**src/rtl/irx_pin_pkg.sv**
```systemverilog
package irx_pin_pkg;
  localparam int CTRL_AUTO  = 0;
  localparam int CTRL_PIPE  = 1;
  localparam int CTRL_DRV0  = 2;
  localparam int CTRL_DRV21 = 3;
  localparam int CTRL_ALT   = 4;

  localparam int ADDR_LEVEL    = 0;
  localparam int ADDR_CTRL     = 1;
  localparam int ADDR_TBL_BASE = 2;

  typedef struct packed {
    logic alt_rx;
    logic drv_hi;
    logic drv_lo;
    logic pipe;
    logic auto_cfg;
  } ctrl_t;

  // pipelining is accepted only together with automatic configuration
  function automatic ctrl_t decode_ctrl(input logic [4:0] d);
    ctrl_t c;
    c.auto_cfg = d[CTRL_AUTO];
    c.pipe     = d[CTRL_PIPE] & d[CTRL_AUTO];
    c.drv_lo   = d[CTRL_DRV0];
    c.drv_hi   = d[CTRL_DRV21];
    c.alt_rx   = d[CTRL_ALT];
    return c;
  endfunction

  function automatic logic [2:0] oe_map(input ctrl_t c);
    return {c.drv_hi, c.drv_hi, c.drv_lo};
  endfunction

  function automatic logic alt_active(input ctrl_t c);
    return c.alt_rx & ~c.drv_lo;
  endfunction
endpackage

```
**src/rtl/irx_cfg_regs.sv**
```systemverilog
module irx_cfg_regs
  import irx_pin_pkg::*;
#(
  parameter int ADDR_W    = 3,
  parameter int DATA_W    = 8,
  parameter int CFG_PINS  = 3,
  parameter int NUM_MODES = 4,
  parameter int MODE_W    = 2
) (
  input  logic                clk,
  input  logic                rst_n,
  input  logic                wr_en,
  input  logic [ADDR_W-1:0]   wr_addr,
  input  logic [DATA_W-1:0]   wr_data,
  input  logic [MODE_W-1:0]   mode_sel,
  output logic [CFG_PINS-1:0] man_lvl,
  output ctrl_t               ctrl,
  output logic [CFG_PINS-1:0] tbl_sel
);
  logic [NUM_MODES-1:0][CFG_PINS-1:0] tbl_q;
  logic [CFG_PINS-1:0] man_q;
  ctrl_t ctrl_q;

  wire hit_level = wr_en && (wr_addr == ADDR_W'(ADDR_LEVEL));
  wire hit_ctrl  = wr_en && (wr_addr == ADDR_W'(ADDR_CTRL));

  always_ff @(posedge clk) begin
    if (!rst_n) begin
      man_q  <= '0;
      ctrl_q <= '0;
    end else begin
      if (hit_level) man_q <= wr_data[CFG_PINS-1:0];
      if (hit_ctrl)  ctrl_q <= decode_ctrl(wr_data[4:0]);
    end
  end

  always_ff @(posedge clk) begin
    if (!rst_n) begin
      tbl_q <= '0;
    end else begin
      for (int m = 0; m < NUM_MODES; m++) begin
        if (wr_en && (wr_addr == ADDR_W'(ADDR_TBL_BASE + m)))
          tbl_q[m] <= wr_data[CFG_PINS-1:0];
      end
    end
  end

  always_comb begin
    tbl_sel = '0;
    if (int'(mode_sel) < NUM_MODES) tbl_sel = tbl_q[mode_sel];
  end

  assign man_lvl = man_q;
  assign ctrl    = ctrl_q;

  // a level write is visible on the next cycle
  a_r2_level_write: assert property (@(posedge clk) disable iff (!rst_n)
    hit_level |=> man_lvl == $past(wr_data[CFG_PINS-1:0]));
  // a pipelining request without automatic configuration is dropped
  a_r8_pipe_ignored: assert property (@(posedge clk) disable iff (!rst_n)
    (hit_ctrl && !wr_data[CTRL_AUTO]) |=> !ctrl.pipe);
endmodule

```
**src/rtl/irx_pin_sync.sv**
```systemverilog
module irx_pin_sync #(
  parameter int WIDTH  = 4,
  parameter int STAGES = 2
) (
  input  logic             clk,
  input  logic             rst_n,
  input  logic [WIDTH-1:0] d_i,
  output logic [WIDTH-1:0] q_o
);
  logic [STAGES-1:0][WIDTH-1:0] stage_q;

  always_ff @(posedge clk) begin
    if (!rst_n) stage_q[0] <= '0;
    else        stage_q[0] <= d_i;
  end

  generate
    for (genvar s = 1; s < STAGES; s++) begin : g_stage
      always_ff @(posedge clk) begin
        if (!rst_n) stage_q[s] <= '0;
        else        stage_q[s] <= stage_q[s-1];
      end
      // every stage takes the previous one's value
      a_r7_chain: assert property (@(posedge clk) disable iff (!rst_n)
        1'b1 |=> stage_q[s] == $past(stage_q[s-1]));
    end
  endgenerate

  assign q_o = stage_q[STAGES-1];
endmodule

```
**src/rtl/irx_pin_drive.sv**
```systemverilog
module irx_pin_drive
  import irx_pin_pkg::*;
#(
  parameter int CFG_PINS = 3
) (
  input  logic                clk,
  input  logic                rst_n,
  input  logic                mode_stb,
  input  ctrl_t               ctrl,
  input  logic [CFG_PINS-1:0] man_lvl,
  input  logic [CFG_PINS-1:0] tbl_sel,
  output logic [CFG_PINS-1:0] pin_o,
  output logic [CFG_PINS-1:0] pin_oe
);
  logic [CFG_PINS-1:0] auto_lvl_q;
  wire load_ev = mode_stb & ctrl.auto_cfg;

  always_ff @(posedge clk) begin
    if (!rst_n)       auto_lvl_q <= '0;
    else if (load_ev) auto_lvl_q <= tbl_sel;
  end

  assign pin_o  = ctrl.auto_cfg ? auto_lvl_q : man_lvl;
  assign pin_oe = CFG_PINS'(oe_map(ctrl));

  // a strobe in automatic mode captures the selected table entry
  a_r3_auto_load: assert property (@(posedge clk) disable iff (!rst_n)
    load_ev |=> auto_lvl_q == $past(tbl_sel));
  // without a qualifying strobe the automatic pattern holds
  a_r4_hold: assert property (@(posedge clk) disable iff (!rst_n)
    !load_ev |=> $stable(auto_lvl_q));
endmodule

```
**src/rtl/irx_pin_ctrl.sv**
```systemverilog
module irx_pin_ctrl
  import irx_pin_pkg::*;
#(
  parameter int ADDR_W      = 3,
  parameter int DATA_W      = 8,
  parameter int CFG_PINS    = 3,
  parameter int NUM_MODES   = 4,
  parameter int SYNC_STAGES = 2,
  localparam int MODE_W     = (NUM_MODES > 1) ? $clog2(NUM_MODES) : 1,
  localparam int ID_W       = CFG_PINS + 1
) (
  input  logic                clk,
  input  logic                rst_n,
  input  logic                wr_en,
  input  logic [ADDR_W-1:0]   wr_addr,
  input  logic [DATA_W-1:0]   wr_data,
  input  logic [MODE_W-1:0]   mode_sel,
  input  logic                mode_stb,
  input  logic [ID_W-1:0]     pin_i,
  output logic [CFG_PINS-1:0] pin_o,
  output logic [CFG_PINS-1:0] pin_oe,
  output logic [ID_W-1:0]     id_val,
  output logic                rx2_o,
  output logic                pipe_en
);
  ctrl_t ctrl;
  logic [CFG_PINS-1:0] man_lvl, tbl_sel;
  logic [ID_W-1:0] id_sync;

  irx_cfg_regs #(
    .ADDR_W(ADDR_W), .DATA_W(DATA_W), .CFG_PINS(CFG_PINS),
    .NUM_MODES(NUM_MODES), .MODE_W(MODE_W)
  ) u_regs (
    .clk(clk), .rst_n(rst_n), .wr_en(wr_en), .wr_addr(wr_addr),
    .wr_data(wr_data), .mode_sel(mode_sel), .man_lvl(man_lvl),
    .ctrl(ctrl), .tbl_sel(tbl_sel)
  );

  irx_pin_drive #(.CFG_PINS(CFG_PINS)) u_drive (
    .clk(clk), .rst_n(rst_n), .mode_stb(mode_stb), .ctrl(ctrl),
    .man_lvl(man_lvl), .tbl_sel(tbl_sel), .pin_o(pin_o), .pin_oe(pin_oe)
  );

  irx_pin_sync #(.WIDTH(ID_W), .STAGES(SYNC_STAGES)) u_sync (
    .clk(clk), .rst_n(rst_n), .d_i(pin_i), .q_o(id_sync)
  );

  wire alt_on = alt_active(ctrl);

  assign id_val  = id_sync;
  assign rx2_o   = alt_on & id_sync[0];
  assign pipe_en = ctrl.pipe;

  // pad 0 is never driven while it serves as the alternate receive line
  a_r6_alt_input: assert property (@(posedge clk) disable iff (!rst_n)
    alt_on |-> !pin_oe[0]);
  // pipelining never stands without automatic configuration
  a_r8_pipe_auto: assert property (@(posedge clk) disable iff (!rst_n)
    pipe_en |-> ctrl.auto_cfg);
endmodule

```
**config.mk**
```make
export PLATFORM = sky130hd
export DESIGN_NAME = irx_pin_ctrl
export DESIGN_NICKNAME = d
export VERILOG_FILES = /design/src/rtl/irx_pin_pkg.sv /design/src/rtl/irx_cfg_regs.sv /design/src/rtl/irx_pin_sync.sv /design/src/rtl/irx_pin_drive.sv /design/src/rtl/irx_pin_ctrl.sv
export SDC_FILE = /design/constraint.sdc
export NUM_CORES = 1
export LEC_CHECK = 0
export ABC_AREA = 1
export BUFFER_PORTS_ARGS = -buffer_cell sky130_fd_sc_hd__buf_2
export CAP_MARGIN = 20
export CORE_MARGIN = 1.5
export CORE_UTILIZATION = 56
export CTS_CLUSTER_DIAMETER = 40
export DETAILED_ROUTE_END_ITERATION = 16
export PLACE_DENSITY_LB_ADDON = 0.25
export SLEW_MARGIN = 20
export SYNTH_ARGS = -nofsm -noshare
export SYNTH_HDL_FRONTEND = slang
export SYNTH_SLANG_ARGS = --single-unit
```
**constraint.sdc**
```tcl
create_clock -name clk -period 1.56 [get_ports clk]
set_input_delay 0.234 -clock clk [delete_from_list [all_inputs] [get_ports clk]]
set_output_delay 0.234 -clock clk [all_outputs]
set_load 0.01 [all_outputs]
```
# Yosys cells after proc, flatten, opt, wreduce, memory -nomap -nowiden
# Cells that the tools add are included.
# word_totals
out_inout_bits	12
elab_cells	34
input_bits	21
ff_bits	31
# op_classes
n_reduce_logical	7
bitwise	5
mux	3
n_eq_ne	5
magnitude_cmp	1
# ops
cell	n
$bmux 3 s2	1
$eq 3x2->1 const B	2
$eq 3x3->1 const B	2
$logic_and 1x1->1	6
$mux 3	2
$and 1x1->1	4
$eq 3x1->1 const B	1
$logic_not 3->1	1
$lt 2x3->1 const B	1
$not 1->1	1

# Depth between registers and ports, before layout
# Gate-level depths: netlist of the first run.
# logic_depth
ltp_word	3
ltp_mapped	7
ltp_nobuf	6

# Modules after synthesis
# A second synthesis of the first run with hierarchy kept.
# unflattened
hier_cells	212
hier_area_um2	1425.1
# by_module_without_submodules
module	seq_area_each_um2	area_per_inst_um2	cells_per_inst	n_inst
irx_cfg_regs	400.4	988.4	153	1
irx_pin_sync	160.2	255.2	29	1
irx_pin_drive	60.1	171.4	28	1
irx_pin_ctrl	0.0	10.0	2	1

# Least setup slack after synthesis of the first run
# Ideal clock, no wire load.
# synth_timing
path_kind	register -> output
startpoint	register u_regs.ctrl_q, in the netlist u_regs.ctrl[0]
endpoint	output pin_o[0]
required_ps	1326
t_arrival_ps	742
path_buffers	0
stages_incl_launch_ff	2
path_slack_ps	584
cell_sequence	dfxtp_1 > mux2_2
# synth_between
elab_chain_cells	1
# synth_rtl
element	line_no	text
start: declaration	irx_cfg_regs.sv:22	ctrl_t ctrl_q;
start signal: assignment	irx_cfg_regs.sv:33	if (hit_ctrl) ctrl_q <= decode_ctrl(wr_data[4:0]);
$mux 3	irx_pin_drive.sv:23	assign pin_o = ctrl.auto_cfg ? auto_lvl_q : man_lvl;
end: declaration	irx_pin_ctrl.sv:20	output logic [CFG_PINS-1:0] pin_o,
# No other way between the ends.

# Worst setup path after layout of the first run
# layout_timing
startpoint	register u_regs.ctrl_q, in the netlist u_regs.ctrl[0]
endpoint	output pin_o[2]
# The elaborated chain is that of the path after synthesis.

==> flow_summary_export.csv, run 1 <==
group,metric,value,unit
synthesis,syn_area,1400,µm²
power,power.total,0.00147,W
sta,tns,0,ns
die,die_x,53.0,µm
worst_setup_path,required,1.33,ns
worst_hold_path,hold_depth,3,
status,run_status,"finished, final reports clean",
die,dieHeight,53.0,µm
drt,drcViolationCount,0,
sta,fin_skew,0.00763,ns
global_route,grt_pass1_wl,4680,µm
worst_hold_path,whs_endpoint,"u_sync.stage_q[2]$_SDFF_PN0_",
power,powerDensity,948,nW/µm²
worst_setup_path,end_kind,"output port",
die,dieArea,2810,µm²
clock_network,cts.sinks,31,
worst_setup_path,slowest_stage,"dfxtp_1",
placement,hpwl,2100,µm
global_route,overflow,0,
layout,drive_above_1_share,23.9,%
layout,nFillCells,198,
synthesis,synth_area_leaders,"dfxtp_1 (44%), nand2_1 (11%), nor2_1 (9.1%), inv_1 (6.4%), o21ai_0 (4.3%)",
drt,drtAntennaViolNets,0,
worst_setup_path,reg2reg_setup_slack,0.60,ns
worst_setup_path,cp-start-kind,"flip-flop",
power,leakagePower,0.788,nW
layout,layout.cells.non_filler,246,
drt,vias_per_cell,4.93,
die,placementRows,17,
die,floorplan.initialDensity,61.5,%
placement,gp_congestion,0.852,
layout,final_cell_mix,"nand2_1 (42), nor2_1 (34), dfxtp_1 (31)",
synthesis,synth_seq_cells,31,
clock_network,cts_hold_buf,0,
die,core_area,2280,µm²
clock_network,clock_path_buffers,2,
die,io_pins,33,
worst_setup_path,critical_path_buf_inv_count,1,
global_route,antenna_found_initial,0,
worst_setup_path,r2r-end,"u_drive.auto_lvl_q[0]$_SDFFE_PN0P_",
sta,slew_viol_final,0,
clock_network,htreeDepth,2,
placement,port_buffers,29,
placement,placed_cells,239,
layout,diodes,0,
worst_setup_path,crit_family,"flip-flops",
clock_network,clk_latency,0.34,ns
synthesis,postSynthCellCount,194,
drt,wl_per_cell,11.1,µm
clock_network,cts_setup_buffers,0,
clock_network,tritoncts,"done",
global_route,grt_pass1_vias,1137,
synthesis,yosysSeqAreaShare,44.4,%
synthesis,yosysTopAreaCell,"dfxtp_1",
power,ir_drop,0.000754,V
worst_hold_path,hp-start,"pin_i[2]",
worst_hold_path,hold_path.class,"in2reg",
sta,fin_crit_sh,96.7,%
worst_setup_path,max_stage_delay,0.43,ns
layout,regArea,621,µm²
synthesis,synth_fp_nets,215,
synthesis,ys_types,21,
sta,rsz0062_at_grt,"false",
worst_setup_path,crit_chain,"mux2_2 > buf_2",
synthesis,avgSynthCellArea,7.21,µm²
global_route,grt_max_degree,31,
sta,whs,0.0783,ns
sta,slew_headroom,70.6,%
drt,routed_wl,2730,µm
worst_setup_path,reg2reg_depth,4,
sta,min_period,1.51,ns
sta,setup_viol,0,
drt,first_pass_iters,4,
layout,nets,239,
worst_setup_path,reg2reg_from,"u_regs.ctrl[0]$_SDFFE_PN0P_",
clock_network,cts_buffers,5,
layout,multi_input_area,578,µm²
clock_network,cts_resized,0,
clock_network,cts-root-buf,"clkbuf_4",
layout,final_common_cell,"nand2_1",
layout,postLayoutCellArea,1550,µm²
synthesis,netlist.area_leader.share,44.4,%
global_route,grt_usage,23.8,%
clock_network,clk_pin_slew,0.10,ns
drt,vias,1212,
sta,hold_viol,0,
placement,placed_area,1500,µm²
worst_setup_path,worstPathMaxFanout,5,
sta,worstMarginPinSlew,0.442,ns
synthesis,ys.warnings.count,0,
worst_setup_path,arrival,1.27,ns
flow_run,max_cap_viol_count,0,
drt,drt_iter0_markers,34,
worst_setup_path,path_class,"reg2out",
sta,fmax,663,MHz
layout,syn_to_final_growth,11.0,%
[kinds of logic after synthesis]
kind of cell / synth area share [%]
flops: 44.4
mux: 2.41
buf+inv: 14.3
compound gates: 7.16
simple gates: 31.8
[cells in the mapped netlist (all sizes together)]
cell,n
nor2,38
nand2,46
nand4,6
nand3,7
dfxtp,31
nor3,1
o21ai,15
a21oi,5
mux2,3
clkinv,3
buf,9
clkbuf,3
inv,27
[area by class of cell]
class                           instances  share of cell area [%]
Inverter                               30                    7.57
Tap cell                               28                    2.26
Timing Repair Buffer                   29                    9.35
Sequential cell                        31                    40.0
Multi-Input combinational cell        121                    37.2
Clock inverter                          1                   0.322
Clock buffer                            6                    3.30
[stage by stage]
stage          worst slack [ns]  utilization, %
6_report                 0.0514            68.2
2_1_floorplan             0.584               -
4_1_cts                  0.0540            68.2
3_5_place_dp              0.433            65.8
5_1_grt                 0.00481            68.2
3_3_place_gp              0.453            65.8
[state kept, by name, summed over array words and instances (netlist names)]
| name | count |
|---|---|
| u_drive.auto_lvl_q | 3 |
| u_regs.ctrl | 5 |
| u_regs.man_lvl | 3 |
| u_sync.stage_q | 4 |
| u_regs.tbl_q | 12 |
| u_sync.q_o | 4 |
[layer usage]
| layer | routed length [µm] | track usage (%) | vias up | share of wire (%) |
|---|---|---|---|---|
| li1 | - | - | 636 | - |
| met1 | 1150 | 25.0 | 524 | 42 |
| met2 | 1330 | 41.0 | 44 | 49 |
| met3 | 176 | 9.04 | 8 | 6.5 |
| met4 | 61 | 12.0 | 0 | 2.2 |
| met5 | 0 | 0 | - | 0 |
[tightest hold or removal path, stage by stage]
cell and delay [ns]:
buf_2 0.07, nand2_1 0.04, inv_1 0.04
[where the power goes]
group | internal [W] | total, W | leakage, nW | switching (W)
sequential | 0.000819 | 0.000832 | 0.253 | 0.0000130
combinational | 0.0000609 | 0.000164 | 0.501 | 0.000103
clock | 0.000208 | 0.000476 | 0.0341 | 0.000267
[how the worst max path moves through the flow]
| stage | start | end | depth (start not counted) |
|---|---|---|---|
| 2_1_floorplan | u_regs.ctrl[0]$_SDFFE_PN0P_ | pin_o[0] | 1 |
| 6_report | u_regs.ctrl[0]$_SDFFE_PN0P_ | pin_o[2] | 2 |
| 3_5_place_dp | u_regs.ctrl[0]$_SDFFE_PN0P_ | pin_o[2] | 2 |
| 5_1_grt | u_regs.ctrl[0]$_SDFFE_PN0P_ | pin_o[2] | 2 |
| 4_1_cts | u_regs.ctrl[0]$_SDFFE_PN0P_ | pin_o[2] | 2 |
| 3_3_place_gp | u_regs.ctrl[0]$_SDFFE_PN0P_ | pin_o[1] | 2 |
Power figures use the tool's default switching activity.
==> run 2, diff against run 1 <==
CORE_MARGIN = unset   (was 1.5)
clock period = 1.8 ns   (was 1.56 ns; I/O delays follow)
==> flow_summary_export.csv, run 2 (synthesized netlist as in run 1, its figures left out) <==
group,metric,value,unit
status,run_status,"finished, final reports clean",
layout,diodes,0,
sta,slew_headroom,70.4,%
clock_network,clk_latency,0.33,ns
sta,fin_crit_sh,84.0,%
sta,slew_viol_final,0,
power,powerDensity,898,nW/µm²
global_route,grt_max_degree,31,
placement,gp_congestion,0.848,
worst_setup_path,slowest_stage,"dfxtp_1",
drt,drt_iter0_markers,34,
placement,hpwl,1990,µm
layout,drive_above_1_share,24.2,%
sta,min_period,1.51,ns
clock_network,tritoncts,"done",
drt,drcViolationCount,0,
die,floorplan.initialDensity,61.5,%
die,dieArea,2700,µm²
power,p_sw,0.000331,W
worst_setup_path,crit_chain,"mux2_2 > buf_2",
layout,nFillCells,212,
drt,vias,1192,
layout,syn_to_final_growth,13.1,%
die,core_area,2280,µm²
worst_setup_path,required,1.53,ns
power,leakagePower,0.802,nW
clock_network,cts_setup_buffers,0,
sta,tns,0,ns
power,p_sw_share,23.3,%
layout,nets,239,
clock_network,cts-root-buf,"clkbuf_4",
die,placementRows,17,
die,io_pins,33,
clock_network,cts_hold_buf,0,
layout,post-route-util,69.5,%
die,dieHeight,52.0,µm
worst_setup_path,cp-start-kind,"flip-flop",
drt,drtAntennaViolNets,0,
sta,worstMarginPinSlew,0.444,ns
layout,final_common_cell,"nand2_1",
power,ir_drop,0.000632,V
placement,pre_cts_ws,0.637,ns
worst_setup_path,worstPathMaxFanout,5,
layout,top_register,"u_regs.tbl_q",
clock_network,clock_path_buffers,2,
clock_network,cts_resized,0,
power,seq_power_share,50.7,%
layout,regArea,621,µm²
power,internal_power,0.00109,W
worst_hold_path,hold_path.class,"in2reg",
sta,fmax,661,MHz
sta,setup_slack,0.288,ns
worst_setup_path,max_stage_delay,0.42,ns
worst_setup_path,arrival,1.24,ns
worst_setup_path,crit_family,"flip-flops",
clock_network,htreeDepth,2,
power,pwr-share-clk,39.3,%
sta,hold_viol,0,
clock_network,clk_pin_slew,0.09,ns
layout,largest_register_ff_count,12,
drt,routed_wl,2620,µm
global_route,grt_usage,22.1,%
layout,final_cell_mix,"nand2_1 (42), nor2_1 (34), dfxtp_1 (31)",
drt,first_pass_iters,4,
clock_network,cts.sinks,31,
sta,rsz0062_at_grt,"false",
worst_setup_path,end_kind,"output port",
worst_setup_path,critical_path_buf_inv_count,1,
global_route,grt_pass1_vias,978,
power,power_frac_comb,10.0,%
global_route,antenna_found_initial,0,
sta,setup_viol,0,
global_route,grt_pass1_wl,4170,µm
drt,vias_per_cell,4.83,
layout,multi_input_area,578,µm²
clock_network,cts_buffers,5,
flow_run,max_cap_viol_count,0,
worst_setup_path,path_class,"reg2out",
die,die_x,52.0,µm
drt,wl_per_cell,10.6,µm
sta,fin_skew,0.00458,ns
placement,port_buffers,29,
global_route,overflow,0,
run 2: metrics by stage:
step | instance area (µm²) | power, W | cells | hold slack (ns)
final | 1580 | 0.00142 | 247 | 0.115
after global routing | 1580 | 0.00149 | 247 | 0.0877
after CTS | 1580 | 0.00144 | 247 | 0.0996
after detailed placement | 1500 | 0.000879 | 239 | 0.403
after global placement | 1500 | 0.000872 | 239 | 0.393
after floorplan | 1400 | 0.000838 | 194 | 0.368
run 2: path summary, 6_finish.rpt:
path	slack, ns	depth (start not counted)	end	startpoint
setup / recovery	0.29	2	pin_o[1]	u_regs.ctrl[0]$_SDFFE_PN0P_
hold / removal	0.11	3	u_sync.stage_q[1]$_SDFF_PN0_	pin_i[1]
setup reg to reg	0.88	4	u_drive.auto_lvl_q[1]$_SDFFE_PN0P_	u_regs.ctrl[0]$_SDFFE_PN0P_
hold reg to reg	0.42	2	u_sync.q_o[0]$_SDFF_PN0_	u_sync.stage_q[0]$_SDFF_PN0_
run 2: per-layer routing:
layer / vias to the layer above / routed length (µm) / global-route usage, %
met5: - / 0 / 0
met4: 0 / 55 / 10.4
met3: 7 / 134 / 8.48
met2: 26 / 1280 / 35.0
met1: 522 / 1150 / 26.1
li1: 637 / - / -
run 2: layout make-up:
class / count / area share [%]
clock buffers: 6 / 3.24
clock inverters: 2 / 2.21
inverters: 30 / 7.43
multi-input cells: 121 / 36.5
flip-flops and latches: 31 / 39.2
well taps: 28 / 2.21
repair buffers: 29 / 9.17
run 2: worst reg2reg max path: stages, from the launching register on:
cell and delay, ns:
dfxtp_1 0.42, nand2_1 0.07, inv_1 0.13, o21ai_0 0.10, a21oi_1 0.14
run 2: power groups by stage:
stage / Sequential [W] / Clock [W] / Combinational [W]
2_1_floorplan: 0.000734 / 0 / 0.000104
3_3_place_gp: 0.000735 / 0 / 0.000136
3_5_place_dp: 0.000737 / 0 / 0.000142
4_1_cts: 0.000721 / 0.000573 / 0.000143
5_1_grt: 0.000724 / 0.000610 / 0.000160
6_report: 0.000720 / 0.000559 / 0.000142
==> run 3, diff against run 2 <==
CORE_UTILIZATION = 52   (was 56)
clock period = 1.4 ns   (was 1.8 ns; I/O delays follow)
==> flow_summary_export.csv, run 3 (synthesized netlist as in run 1, its figures left out) <==
group,metric,value,unit
status,run_status,"finished, final reports clean",
power,p_sw,0.000435,W
die,dieHeight,53.9,µm
worst_hold_path,hold_depth,3,
layout,layout.cells.non_filler,249,
worst_hold_path,hold_path.class,"in2reg",
sta,setup_viol,0,
clock_network,cts.sinks,31,
worst_setup_path,worstPathMaxFanout,5,
worst_setup_path,slowest_stage,"dfxtp_4",
sta,slew_viol_final,0,
layout,drive_above_1_share,24.7,%
die,floorplan.initialDensity,56.0,%
clock_network,clk_latency,0.34,ns
sta,tns,0,ns
layout,final_cell_mix,"nand2_1 (42), nor2_1 (34), dfxtp_1 (30)",
worst_setup_path,reg2reg_setup_slack,0.54,ns
clock_network,cts_buffers,5,
global_route,grt_usage,20.0,%
worst_setup_path,r2r-end,"u_drive.auto_lvl_q[1]$_SDFFE_PN0P_",
global_route,grt_pass1_vias,977,
layout,nets,239,
power,power.total,0.00184,W
layout,largest_register_ff_count,12,
drt,drt_iter0_markers,15,
sta,rsz0062_at_grt,"true",
sta,slew_headroom,69.1,%
sta,fin_skew,0.00599,ns
power,ir_drop,0.000871,V
global_route,grt_max_degree,31,
drt,wl_per_cell,10.6,µm
global_route,overflow,0,
sta,hold_viol,0,
power,internal_power,0.00140,W
placement,gp_congestion,0.858,
drt,vias_per_cell,4.82,
die,core_area,2500,µm²
drt,drtAntennaViolNets,0,
power,p_sw_share,23.7,%
power,pwr-share-clk,39.6,%
flow_run,max_cap_viol_count,0,
drt,vias,1201,
clock_network,tritoncts,"done",
die,die_x,53.9,µm
drt,routed_wl,2650,µm
drt,first_pass_iters,4,
clock_network,htreeDepth,2,
worst_setup_path,path_class,"reg2out",
sta,worstMarginPinSlew,0.463,ns
worst_setup_path,cp-start-kind,"flip-flop",
sta,min_period,1.39,ns
clock_network,clk_pin_slew,0.10,ns
layout,top_register,"u_regs.tbl_q",
power,seq_power_share,50.3,%
layout,nFillCells,236,
worst_hold_path,hp-start,"pin_i[2]",
placement,placed_area,1500,µm²
die,dieArea,2900,µm²
clock_network,clock_path_buffers,2,
layout,diodes,0,
die,io_pins,33,
drt,drcViolationCount,0,
worst_setup_path,reg2reg_from,"u_regs.ctrl[0]$_SDFFE_PN0P_",
clock_network,cts_setup_buffers,0,
die,placementRows,18,
power,leakagePower,0.805,nW
worst_setup_path,required,1.19,ns
power,power_frac_comb,10.1,%
sta,fin_crit_sh,99.2,%
clock_network,cts-root-buf,"clkbuf_4",
placement,placed_cells,241,
worst_setup_path,crit_chain,"mux2_2 > buf_6",
worst_setup_path,max_stage_delay,0.38,ns
layout,postLayoutCellArea,1610,µm²
worst_setup_path,arrival,1.18,ns
worst_hold_path,whs_endpoint,"u_sync.stage_q[2]$_SDFF_PN0_",
placement,port_buffers,29,
placement,hpwl,2020,µm
worst_setup_path,reg2reg_depth,4,
global_route,antenna_found_initial,0,
layout,final_common_cell,"nand2_1",
worst_setup_path,end_kind,"output port",
layout,syn_to_final_growth,14.9,%
power,powerDensity,1140,nW/µm²
sta,fmax,720,MHz
global_route,grt_pass1_wl,3930,µm
[run 3: cell types whose count changed in the layout (fill, tap and decap cells not counted)]
cell     change
dfxtp_4      +1
buf_2        -3
buf_6        +3
dfxtp_1      -1
[run 3: layout make-up]
class,count,area (µm²),area share (%)
well taps,30,37.5,2.33
clock inverters,2,35.0,2.18
repair buffers,29,164,10.2
flip-flops and latches,31,624,38.8
inverters,30,118,7.32
clock buffers,6,51.3,3.19
multi-input cells,121,578,36.0
[run 3: stage by stage]
stage	utilization [%]	hold slack, ns	setup slack, ns
6_report	64.3	0.0496	0.0106
5_1_grt	64.3	0.0581	-0.0347
4_1_cts	64.1	0.0443	-0.00554
3_5_place_dp	60.0	0.397	0.300
3_3_place_gp	60.0	0.389	0.322
2_1_floorplan	-	0.308	0.448
[run 3: worst max path at each step]
stage	slack (ns)	startpoint	to	cells past startpoint
global placement	0.32	u_regs.ctrl[0]$_SDFFE_PN0P_	pin_o[1]	2
global route	-0.03	u_regs.ctrl[0]$_SDFFE_PN0P_	pin_o[2]	2
finish	0.01	u_regs.ctrl[0]$_SDFFE_PN0P_	pin_o[0]	2
floorplan	0.45	u_regs.ctrl[0]$_SDFFE_PN0P_	pin_o[0]	1
detailed placement	0.30	u_regs.ctrl[0]$_SDFFE_PN0P_	pin_o[1]	2
CTS	-0.006	u_regs.ctrl[0]$_SDFFE_PN0P_	pin_o[1]	2
[run 3: routing by layer]
metal	GRT usage (%)	vias to the layer above	share of wire, %
li1	-	636	-
met5	0	-	0
met4	10.5	0	1.3
met1	21.4	540	43
met3	5.93	4	4.4
met2	35.0	21	51
[run 3: power by group through the flow]
stage	combinational, W	clock, W	sequential (W)
final	0.000186	0.000728	0.000925
after global routing	0.000207	0.000777	0.000929
after CTS	0.000186	0.000742	0.000925
after detailed placement	0.000182	0	0.000947
after global placement	0.000176	0	0.000945
after floorplan	0.000134	0	0.000943
[run 3: timing repair]
action                                  in CTS  in global routing
endpoints found under the setup margin       3                  3
gates resized for setup                      4                  1
hold buffers                                 0                  0
[run 3: worst max-delay path: cells and delay by family, from the launching register on]
kind / cells / cell delay, ns
buffers and inverters: 1 / 0.12
muxes: 1 / 0.34
DFF: 1 / 0.38
